--- src/rtl/cxu_pkg.sv ---
// Shared types for the conditional register transfer unit.
// Assumes: the operation encoding is used only inside the unit.
package cxu_pkg;
    typedef enum logic [1:0] {
        XFER_HOLD = 2'd0,
        XFER_ADD  = 2'd1,
        XFER_SUB  = 2'd2
    } xfer_op_e;
endpackage

--- src/rtl/cxu_ctrl_decode.sv ---
// Evaluates the two Boolean control functions and resolves them into one
// operation. Subtraction wins when both functions are true.
// Assumes: the control inputs are synchronous to the clock of the unit.
module cxu_ctrl_decode
    import cxu_pkg::*;
(
    input  logic     x,
    input  logic     y,
    input  logic     z,
    input  logic     a,
    input  logic     b,
    input  logic     c,
    input  logic     d,
    output xfer_op_e op
);
    logic fn_sub;
    logic fn_add;

    // Purpose: the two control functions.
    always_comb begin
        fn_sub = x | y | z | (a & b);
        fn_add = (a & b & c) | d;
    end

    // Purpose: priority resolution, subtraction first.
    always_comb begin
        if (fn_sub)      op = XFER_SUB;
        else if (fn_add) op = XFER_ADD;
        else             op = XFER_HOLD;
    end
endmodule

--- src/rtl/cxu_addsub.sv ---
// Ripple-carry adder/subtractor. When sub is high, opnd_b is inverted and
// the carry-in is 1, so the result is opnd_a minus opnd_b in two's complement.
// Assumes: unsigned operands; the result wraps modulo 2**W.
module cxu_addsub #(
    parameter int W = 8
) (
    input  logic         sub,
    input  logic [W-1:0] opnd_a,
    input  logic [W-1:0] opnd_b,
    output logic [W-1:0] sum,
    output logic         cout
);
    logic [W:0]   chain;
    logic [W-1:0] b_eff;

    assign chain[0] = sub;

    for (genvar i = 0; i < W; i++) begin : g_bit
        // Purpose: one full-adder cell of the ripple chain.
        always_comb begin
            b_eff[i]    = opnd_b[i] ^ sub;
            sum[i]      = opnd_a[i] ^ b_eff[i] ^ chain[i];
            chain[i+1]  = (opnd_a[i] & b_eff[i]) | (chain[i] & (opnd_a[i] ^ b_eff[i]));
        end
    end

    assign cout = chain[W];
endmodule

--- src/rtl/cxu_reg.sv ---
// Register with load enable and synchronous active-low clear.
// Assumes: rst_n is synchronous to clk.
module cxu_reg #(
    parameter int W = 8
) (
    input  logic         clk,
    input  logic         rst_n,
    input  logic         en,
    input  logic [W-1:0] d,
    output logic [W-1:0] q
);
    // Purpose: clear on reset, otherwise load when enabled.
    always_ff @(posedge clk) begin
        if (!rst_n)  q <= '0;
        else if (en) q <= d;
    end
endmodule

--- src/rtl/cond_xfer_unit.sv ---
// Conditional register transfer unit. On each edge the destination register
// takes A-B or A+C, as chosen by two control functions, and the carry out is
// stored beside it. Three source registers are loaded from a common port.
// Assumes: a single clock; synchronous active-low reset.
module cond_xfer_unit
    import cxu_pkg::*;
#(
    parameter int DATA_W = 8
) (
    input  logic              clk,
    input  logic              rst_n,
    input  logic              x,
    input  logic              y,
    input  logic              z,
    input  logic              a,
    input  logic              b,
    input  logic              c,
    input  logic              d,
    input  logic              ld_a,
    input  logic              ld_b,
    input  logic              ld_c,
    input  logic [DATA_W-1:0] ld_data,
    output logic [DATA_W-1:0] dst_q,
    output logic [DATA_W-1:0] srca_q,
    output logic [DATA_W-1:0] srcb_q,
    output logic [DATA_W-1:0] srcc_q,
    output logic              carry_q
);
    localparam int NUM_SRC = 3;

    xfer_op_e                  op;
    logic                      sub_mode;
    logic                      dst_en;
    logic [DATA_W-1:0]         opnd_sel;
    logic [DATA_W-1:0]         result;
    logic                      cout;
    logic [NUM_SRC-1:0]        src_ld;
    logic [NUM_SRC-1:0][DATA_W-1:0] src_q;

    cxu_ctrl_decode u_dec (
        .x(x), .y(y), .z(z), .a(a), .b(b), .c(c), .d(d), .op(op)
    );

    // Purpose: operand multiplexer and destination load enable.
    always_comb begin
        sub_mode = (op == XFER_SUB);
        dst_en   = (op != XFER_HOLD);
        opnd_sel = sub_mode ? src_q[1] : src_q[2];
    end

    cxu_addsub #(.W(DATA_W)) u_alu (
        .sub    (sub_mode),
        .opnd_a (src_q[0]),
        .opnd_b (opnd_sel),
        .sum    (result),
        .cout   (cout)
    );

    assign src_ld = {ld_c, ld_b, ld_a};

    for (genvar s = 0; s < NUM_SRC; s++) begin : g_src
        cxu_reg #(.W(DATA_W)) u_src (
            .clk(clk), .rst_n(rst_n), .en(src_ld[s]), .d(ld_data), .q(src_q[s])
        );
    end

    cxu_reg #(.W(DATA_W + 1)) u_dst (
        .clk   (clk),
        .rst_n (rst_n),
        .en    (dst_en),
        .d     ({cout, result}),
        .q     ({carry_q, dst_q})
    );

    assign srca_q = src_q[0];
    assign srcb_q = src_q[1];
    assign srcc_q = src_q[2];
endmodule

--- config.mk ---
export PLATFORM = sky130hd
export DESIGN_NAME = cond_xfer_unit
export DESIGN_NICKNAME = d
export VERILOG_FILES = /design/src/rtl/cxu_pkg.sv /design/src/rtl/cxu_ctrl_decode.sv /design/src/rtl/cxu_addsub.sv /design/src/rtl/cxu_reg.sv /design/src/rtl/cond_xfer_unit.sv
export SDC_FILE = /design/constraint.sdc
export NUM_CORES = 1
export LEC_CHECK = 0
export BUFFER_PORTS_ARGS = -buffer_cell sky130_fd_sc_hd__buf_2
export CORE_MARGIN = 2
export CORE_UTILIZATION = 47
export CTS_CLUSTER_SIZE = 14
export DETAILED_ROUTE_END_ITERATION = 10
export GPL_ROUTABILITY_DRIVEN = 0
export GPL_TIMING_DRIVEN = 1
export PLACE_DENSITY = 0.76
export SLEW_MARGIN = 0
export SYNTH_ARGS = -nofsm -noshare
export SYNTH_HDL_FRONTEND = slang
export SYNTH_SLANG_ARGS = --single-unit
--- constraint.sdc ---
create_clock -name clk -period 15.3 [get_ports clk]
set_input_delay 3.825 -clock clk [delete_from_list [all_inputs] [get_ports clk]]
set_output_delay 3.825 -clock clk [all_outputs]
set_load 0.01 [all_outputs]
# [Word-level counts from Yosys, hierarchy flattened]
# Index checks and enable logic that the tools add are counted.
[totals] ff_bits=33 inputBits=20 elab_cells=63
[op_classes] n_eq_ne=1 n_mux=3 bitwise=54 n_reduce_logical=1
[op_table] op="bitwise XOR 1 bit" n=24
[op_table] op="bitwise AND 1 bit" n=18
[op_table] op="OR 1 bit" n=12
[op_table] op="two-way mux 8 bit" n=1
[op_table] op="== test 2 bit, second input constant" n=1
[op_table] op="two-way mux 2 bit" n=1
[op_table] op="nonzero test 2 bit" n=1
[op_table] op="two-way mux 1 bit" n=1

# [Longest topological paths before layout]
# Gate-level depths: netlist of run 1.
[logic_depth] depth_word=25 ltp_mapped=14

# [Modules after synthesis]
# From an unflattened synthesis of run 1, not the netlist that was laid out.
[hier_totals] cells_unflattened=149 hier_area_um2=1711.6
[by_module_without_submodules] mod="cxu_reg (g_src[0].u_src ...)" instances=3 cells_per_inst=25 area_each_um2=301.5 seq_area_each_um2=160.2
[by_module_without_submodules] mod="cxu_reg (u_dst)" instances=1 cells_per_inst=28 area_each_um2=337.8 seq_area_each_um2=180.2
[by_module_without_submodules] mod="cxu_addsub" instances=1 cells_per_inst=30 area_each_um2=287.8 seq_area_each_um2=0.0
[by_module_without_submodules] mod="cond_xfer_unit" instances=1 cells_per_inst=11 area_each_um2=151.4 seq_area_each_um2=0.0
[by_module_without_submodules] mod="cxu_ctrl_decode" instances=1 cells_per_inst=5 area_each_um2=30.0 seq_area_each_um2=0.0

# [Least setup slack after synthesis of run 1]
# OpenSTA, ideal clock, no wires.
[synth_path] path_type="input-to-reg" startpoint="input a" endpoint="register u_dst.q[7]" setup_ps=124 arrival_ps=7473 required_time_ps=15176 path_slack_ps=7703 path_stages=14 n_path_buf=1 cell_sequence="a2111o_1 -> buf_2 -> nand2_1 -> o21ai_0 -> fa_1 -> fa_1 -> fa_1 -> fa_1 -> fa_1 -> fa_1 -> inv_1 -> fa_1 -> o21ai_0 -> a21boi_0"
[synth_via] elab_chain_cells=24 word_cells_on_any_way=47 classes_between="eq/ne (1); mux (3); bitwise (42); reduce/logical (1)"
[synth_rtl] element="start, declared" line="cond_xfer_unit.sv:15" source="input logic a,"
[synth_rtl] element="bitwise AND 1 bit (*)" line="cxu_ctrl_decode.sv:21, cxu_ctrl_decode.sv:22"
[synth_rtl] element="bitwise AND 1 bit" line="cxu_ctrl_decode.sv:22" source="fn_add = (a & b & c) | d;"
[synth_rtl] element="OR 1 bit" line="cxu_ctrl_decode.sv:22"
[synth_rtl] element="two-way mux 1 bit" line="cxu_ctrl_decode.sv:28" source="else if (fn_add) op = XFER_ADD;"
[synth_rtl] element="two-way mux 2 bit (*)" line="cxu_ctrl_decode.sv:27" source="if (fn_sub) op = XFER_SUB;"
[synth_rtl] element="== test 2 bit (*)" line="cond_xfer_unit.sv:46" source="sub_mode = (op == XFER_SUB);"
[synth_rtl] element="two-way mux 8 bit" line="cond_xfer_unit.sv:48" source="opnd_sel = sub_mode ? src_q[1] : src_q[2];"
[synth_rtl] element="bitwise XOR 1 bit" line="cxu_addsub.sv:21" source="b_eff[i] = opnd_b[i] ^ sub;"
[synth_rtl] element="[9 not listed]"
[synth_rtl] element="bitwise AND 1 bit" line="cxu_addsub.sv:23" source="chain[i+1] = (opnd_a[i] & b_eff[i]) | (chain[i] & (opnd_a[i] ^ b_eff[i]));"
[synth_rtl] element="OR 1 bit" line="cxu_addsub.sv:23"
[synth_rtl] element="bitwise AND 1 bit" line="cxu_addsub.sv:23"
[synth_rtl] element="OR 1 bit" line="cxu_addsub.sv:23"
[synth_rtl] element="bitwise AND 1 bit" line="cxu_addsub.sv:23"
[synth_rtl] element="OR 1 bit" line="cxu_addsub.sv:23"
[synth_rtl] element="bitwise XOR 1 bit (*)" line="cxu_addsub.sv:22" source="sum[i] = opnd_a[i] ^ b_eff[i] ^ chain[i];"
[synth_rtl] element="via result[7]" line="cond_xfer_unit.sv:35" source="logic [DATA_W-1:0] result;"
[synth_rtl] element="end signal, assigned" line="cxu_reg.sv:14" source="if (!rst_n) q <= '0;"
[synth_rtl] element="end signal, assigned" line="cxu_reg.sv:15" source="else if (en) q <= d;"
[synth_rtl] element="end, declared" line="cxu_reg.sv:10" source="output logic [W-1:0] q"
# Mark *: on every way through the listed nets, which the timed path passes. The rest lies on a longest branch.
# A chain may end at the register's enable or synchronous reset.

# [Final worst setup path of run 1]
# Ends and elaborated chain as after synthesis.

==> impl_metrics.csv, run 1 <==
group,metric,value,unit
detailed_routing,routed_wl,3.299,mm
setup_path,crit_family,"adder cells",
synth,syn_area,1533,µm²
detailed_routing,drc,0,
setup_path,r2r_start,"g_src[1].u_src.q[0]",
floorplanning,die_y,61.11,µm
setup_path,crit_arrival,7.82,ns
setup_path,critPathBufInv,3,
power,power,189.7,µW
detailed_routing,wl_per_cell,13.58,µm
floorplanning,num_rows,20,
timing,slew_headroom,0.6614,
status,status,"finished clean",
setup_path,crit_fanout,31,
timing,setup_viol_count_final,0,
final_layout,mostFrequentLayoutCells,"buf_2, dfxtp_1, mux2i_1, nor2b_1",
clocking,cts_setup_buffers,0,
global_route,grt_pass1_vias,1199,
timing,hold_viol,0,
synth,synth-seq-area-share,0.4310,
setup_path,cp_common_cell,"fa_1",
global_route,grt_max_degree,34,
setup_path,critPathCaptureType,"flop",
clocking,cts_resized,0,
clocking,cts_buffers,5,
final_layout,layout_commonest_cell,"buf_2",
timing,worstMarginPinSlew,0.5069,ns
hold_path,min_from,"u_dst.q[8]",
floorplanning,die-area,3734,µm²
timing,hold_ws,0.4965,ns
final_layout,final_nets,226,
setup_path,start_kind,"input port",
clocking,clkTransAtPathRegs,0.10,ns
synth,ys_warn_count,0,
floorplanning,num_io_pins,53,
detailed_routing,ant_nets,0,
floorplanning,die_w,61.11,µm
synth,ys_types,22,
hold_path,min_path_type,"reg -> reg",
place,dp.final_hpwl,2.435,mm
place,io_buffers,51,
power,p_per_area,101.9,nW/µm²
detailed_routing,vias_per_cell,5.132,
job,drv_cap,0,
global_route,antenna_found_initial,0,
timing,finalSetupTns,0,ns
setup_path,worstSetupPathType,"in -> reg",
power,ir_drop,0.06116,mV
final_layout,final_util,0.6049,
final_layout,syn_to_final_growth,21.47,%
setup_path,crit_slowest_cell,"fa_1",
setup_path,crit_path_max_incr_delay,0.42,ns
power,p_leak,0.0008787,µW
timing,timing.final.ws_setup,7.695,ns
final_layout,diodes,0,
detailed_routing,dr.first_iter.drc_count,28,
clocking,htree_num_levels,2,
timing,fin_crit_sh,0.4970,
setup_path,crit_required,15.52,ns
clocking,hold_buffers,0,
setup_path,worstSetupStartpoint,"a",
floorplanning,coreArea,3078,µm²
global_route,grt_usage,0.1929,
setup_path,path_cells,"buf_2, a2111o_1, buf_4, nand2_1, o21ai_0, fa_1, fa_1, fa_1, fa_1, fa_1, fa_1, inv_1, fa_1, o21ai_0, a21boi_0",
clocking,clk-insertion-delay-late,0.33,ns
global_route,overflow,0,
detailed_routing,firstDrtPassIters,4,
synth,syn_avg_cell_area,10.22,µm²
floorplanning,initial_core_util,0.4980,
timing,fin_skew,0.005214,ns
clocking,cts_max_path_buffers,2,
place,place_ws,7.357,ns
synth,ys_seq_elements,33,
synth,syn_nets,177,
timing,period_needed,7.605,ns
timing,fmax,131.5,MHz
synth,postSynthCellCount,150,
clocking,root_buffer,"clkbuf_4",
final_layout,drive_above_1_share,0.3065,
clocking,cts_sinks,33,
global_route,grt_pass1_wl,5.202,mm
timing,grt_setup_unrepaired,"false",
timing,finalMaxSlewViolations,0,
detailed_routing,num_vias,1247,
clocking,cts_tree,"built",
==> power breakdown <==
part | switching (µW) | total [µW] | internal (µW)
clock network | 27.6 | 49.3 | 21.7
logic | 21.6 | 41.4 | 19.8
registers | 5.26 | 99.0 | 93.7
total | 54.5 | 190 | 135
==> worst register-to-register path, stage by stage, from the launching register on <==
cell and delay, ns:
dfxtp_1 0.36, nor2_1 0.13, o22ai_1 0.11, fa_1 0.39, fa_1 0.39, fa_1 0.40
fa_1 0.40, fa_1 0.41, fa_1 0.37, inv_1 0.08, fa_1 0.40, o21ai_0 0.08
a21boi_0 0.10
==> per-stage QoR <==
step                      area [µm²]  cells
final                           1862    243
after global routing            1862    243
after CTS                       1862    243
after detailed placement        1807    236
after global placement          1807    236
after floorplan                 1533    150
==> cell usage after synthesis <==
cell type / number / area [µm²]
a2111o_1: 1 / 11.26
a2111oi_2: 1 / 15.01
a211oi_1: 1 / 7.510
a21boi_0: 2 / 15.01
a21oi_1: 2 / 10.01
buf_2: 5 / 25.02
clkbuf_1: 5 / 18.77
dfxtp_1: 33 / 660.6
fa_1: 7 / 140.1
inv_1: 8 / 30.03
mux2i_1: 24 / 240.2
nand2_1: 8 / 30.03
nand3_1: 2 / 10.01
nor2_1: 2 / 7.510
nor2b_1: 24 / 150.1
nor3_1: 1 / 5.000
o21ai_0: 8 / 40.04
o21ai_1: 6 / 30.03
o22ai_1: 1 / 6.260
o311a_1: 6 / 60.06
o31ai_1: 1 / 7.510
or2_2: 2 / 12.51
==> final cells by class <==
class | count | area, µm²
Inverter | 8 | 30.03
Timing Repair Buffer | 52 | 262.8
Fill cell | 276 | 1216
Multi-Input combinational cell | 99 | 798.3
Clock buffer | 7 | 55.05
Sequential cell | 33 | 660.6
Tap cell | 44 | 55.05
==> per-layer routing <==
metal | share of wire | vias up | global-route usage
met5 | 0 | - | 0
met4 | 0.016 | 0 | 0.07453
met3 | 0.066 | 7 | 0.06092
met2 | 0.52 | 38 | 0.3419
met1 | 0.40 | 593 | 0.2147
li1 | - | 609 | -
==> cell families (layout without fill, tap and decap cells) <==
logic type,after synthesis,count (layout),synth area share
compound gates,29,29,0.1322
fa+ha+maj,7,7,0.09143
buf+inv,18,67,0.04816
flops,33,33,0.4310
mux,24,24,0.1567
simple gates,39,39,0.1404
==> state kept, by name, summed over array words and instances (netlist names) <==
register / flops
u_dst.q: 9
g_src.u_src.q: 24
==> final timing paths <==
check                    end  cells after the start  slack (ns)
hold / removal    u_dst.q[8]                      2        0.50
setup reg to reg  u_dst.q[7]                     12       11.58
hold reg to reg   u_dst.q[8]                      2        0.50
setup / recovery  u_dst.q[7]                     15        7.70
Power figures use the tool's default switching activity.
==> inputs of run 2 (changes only) <==
ABC_AREA = 1   (was default)
PLACE_DENSITY = 0.77   (was 0.76)
clock period = 7.5 ns   (was 15.3 ns; I/O delays follow)
==> run 2 against run 1 <==
Global-route usage down 0.14 points; power rose by 110%; clock-buffer cell count is the same; sequential power grew 110%; via count rose by 1.4%; highest routed layer unchanged.
==> impl_metrics.csv, run 2 <==
group,metric,value,unit
setup_path,crit_path_max_incr_delay,0.41,ns
timing,hold_ws,0.5154,ns
job,drv_cap,0,
synth,syn_area,1438,µm²
setup_path,start_kind,"input port",
floorplanning,die-area,3517,µm²
clocking,cts_max_path_buffers,2,
final_layout,seqCellArea,660.6,µm²
clocking,clk-insertion-delay-late,0.34,ns
place,dp.final_hpwl,2.263,mm
clocking,cts_sinks,33,
final_layout,syn_to_final_growth,22.80,%
global_route,grt_max_degree,34,
timing,fmax,185.3,MHz
final_layout,layout_commonest_cell,"buf_2",
clocking,cts_resized,0,
hold_path,min_path_cells,2,
setup_path,crit_slowest_cell,"fa_1",
synth,synthMuxAreaShare,0,
final_layout,largest_reg_flops,24,
synth,synth-edff-count,0,
final_layout,final_nets,249,
floorplanning,num_io_pins,53,
synth,synthTopCellsByCount,"nor2_1, dfxtp_1, o21ai_0, a21oi_1, inv_1",
setup_path,r2r_start,"g_src[2].u_src.q[0]",
synth,synthTopCellsByArea,"dfxtp_1, o21ai_0, fa_1, nor2_1, a21oi_1",
status,status,"finished clean",
hold_path,min_path_type,"reg -> reg",
detailed_routing,wl_per_cell,12.09,µm
setup_path,critPathCaptureType,"flop",
setup_path,worstSetupStartpoint,"z",
synth,ys_warn_count,0,
synth,ys_types,20,
floorplanning,coreArea,2978,µm²
setup_path,ff2ff_path_depth,14,
setup_path,critPathBufInv,3,
timing,hold_viol,0,
setup_path,r2r_end,"u_dst.q[7]",
final_layout,multi_input_area,678.2,µm²
power,p_per_area,225.2,nW/µm²
final_layout,mostFrequentLayoutCells,"buf_2, nor2_1, dfxtp_1",
clocking,htree_num_levels,2,
synth,synth_simple_gate_area_frac,0.1749,
setup_path,cp_common_cell,"fa_1",
hold_path,min_from,"g_src[0].u_src.q[0]",
synth,syn_nets,197,
floorplanning,num_rows,20,
synth,yosysMostFrequentCell,"nor2_1",
synth,yosys.area.top_type_share,0.4595,
timing,setup_viol_count_final,0,
timing,slew_headroom,0.6724,
setup_path,r2r_slack,3.73,ns
clocking,cts_setup_buffers,0,
synth,postSynthCellCount,170,
timing,worstMarginPinSlew,0.4915,ns
timing,fin_skew,0.008800,ns
synth,async_flop_share,0,
final_layout,largest_registers,"g_src.u_src.q: 24 flops, u_dst.q: 9 flops",
detailed_routing,dr.first_iter.drc_count,17,
detailed_routing,ant_nets,0,
synth,synth_ff_type,"dfxtp_1",
global_route,grt_pass1_vias,1111,
setup_path,crit_arrival,5.63,ns
timing,fin_crit_sh,0.7196,
synth,synth_fa_ha_area_frac,0.09748,
detailed_routing,drc,0,
detailed_routing,num_vias,1265,
setup_path,crit_fanout,16,
synth,synth_xor_area_frac,0,
setup_path,path_cells,"buf_2, nor2_4, nand3_4, nand2_2, nand2_1, nand2_2, o21ai_1, fa_1, fa_1, fa_1, fa_1, fa_1, fa_1, inv_1, fa_1, inv_1, a21oi_1",
detailed_routing,vias_per_cell,4.941,
clocking,cts_tree,"built",
setup_path,crit_required,7.74,ns
final_layout,regMostFlops,"g_src.u_src.q",
synth,synth-seq-area-share,0.4595,
clocking,cts_buffers,5,
timing,period_needed,5.397,ns
detailed_routing,routed_wl,3.094,mm
global_route,overflow,0,
setup_path,worstSetupPathType,"in -> reg",
clocking,root_buffer,"clkbuf_4",
floorplanning,initial_core_util,0.4828,
synth,synth_top_area_cell,"dfxtp_1",
global_route,grt_usage,0.1915,
floorplanning,die_y,59.31,µm
global_route,grt_pass1_wl,4.933,mm
synth,syn_avg_cell_area,8.457,µm²
timing,grt_setup_unrepaired,"false",
final_layout,n_fill_cell,298,
setup_path,crit_family,"adder cells",
hold_path,hold_end,"g_src[0].u_src.q[0]",
synth,ys_seq_elements,33,
place,io_buffers,51,
power,p_leak,0.0008684,µW
synth,synth_top_family_by_area,"compound AO/OA/AOI/OAI gates",
power,ir_drop,0.1275,mV
timing,finalSetupTns,0,ns
clocking,hold_buffers,0,
global_route,antenna_found_initial,0,
final_layout,drive_above_1_share,0.3004,
clocking,clkTransAtPathRegs,0.10,ns
timing,finalMaxSlewViolations,0,
detailed_routing,firstDrtPassIters,4,
synth,synth-compound-area-share,0.1993,
final_layout,diodes,0,
floorplanning,die_w,59.31,µm
-- run 2: cell types whose count changed after synthesis, sizes merged, moves of 3 or more --
cell / previous run / this run
nand2: 8 / 11
inv: 8 / 16
o311a: 6 / 0
nor2b: 24 / 0
mux2i: 24 / 0
nor2: 2 / 36
a21oi: 2 / 16
o21ai: 14 / 39
-- run 2: kinds of logic (layout without fill, tap and decap cells) --
family	count (synthesis)	count (layout)
AO/OA/AOI/OAI	56	56
flip-flops	33	33
buffers and inverters	22	75
adder cells (fa/ha/maj)	7	7
AND/OR/NAND/NOR	52	52
-- run 2: report_power, final --
| group | internal, µW | total (µW) | switching [µW] | leakage [µW] |
|---|---|---|---|---|
| registers | 193 | 203 | 9.94 | 0.000275 |
| logic | 33.5 | 79.7 | 46.3 | 0.000553 |
| clock network | 54.3 | 115 | 60.9 | 0.0000413 |
| total | 281 | 398 | 117 | 0.000868 |
-- run 2: area by class of cell --
type | count | share of cell area
flip-flops and latches | 33 | 0.3742
clock inverters | 1 | 0.002835
clock buffers | 7 | 0.03685
multi-input cells | 115 | 0.3841
repair buffers | 51 | 0.1446
well taps | 33 | 0.02339
inverters | 16 | 0.03402
-- run 2: worst max-delay path by stage --
stage | cells after the start | slack, ns | endpoint
3_5_place_dp | 17 | 1.75 | u_dst.q[7]
5_1_grt | 17 | 1.94 | u_dst.q[7]
2_1_floorplan | 16 | 2.17 | u_dst.q[7]
3_3_place_gp | 17 | 1.80 | u_dst.q[7]
6_report | 17 | 2.10 | u_dst.q[7]
4_1_cts | 17 | 2.11 | u_dst.q[7]
-- run 2: metal layers --
metal	up-vias	wire, µm	GRT usage	part of all wire
li1	662	-	-	-
met1	573	1423	0.2341	0.46
met2	25	1471	0.3030	0.48
met3	5	155	0.07860	0.050
met4	0	44	0.06818	0.014
met5	-	0	0	0
-- run 2: tightest hold or removal path, stage by stage (launching register included) --
cell	delay, ns
dfxtp_1	0.34
inv_1	0.08
a21oi_1	0.06
-- run 2: per-stage QoR --
step	area (µm²)	setup WS, ns	util	total power (µW)	std cells
final	1765	2.103	0.5929	397.6	256
after global routing	1765	1.939	0.5929	423.9	256
after CTS	1765	2.111	0.5929	401.7	256
after detailed placement	1695	1.748	0.5693	287.5	248
after global placement	1695	1.805	0.5693	284.6	248
after floorplan	1438	2.175	-	254.4	170
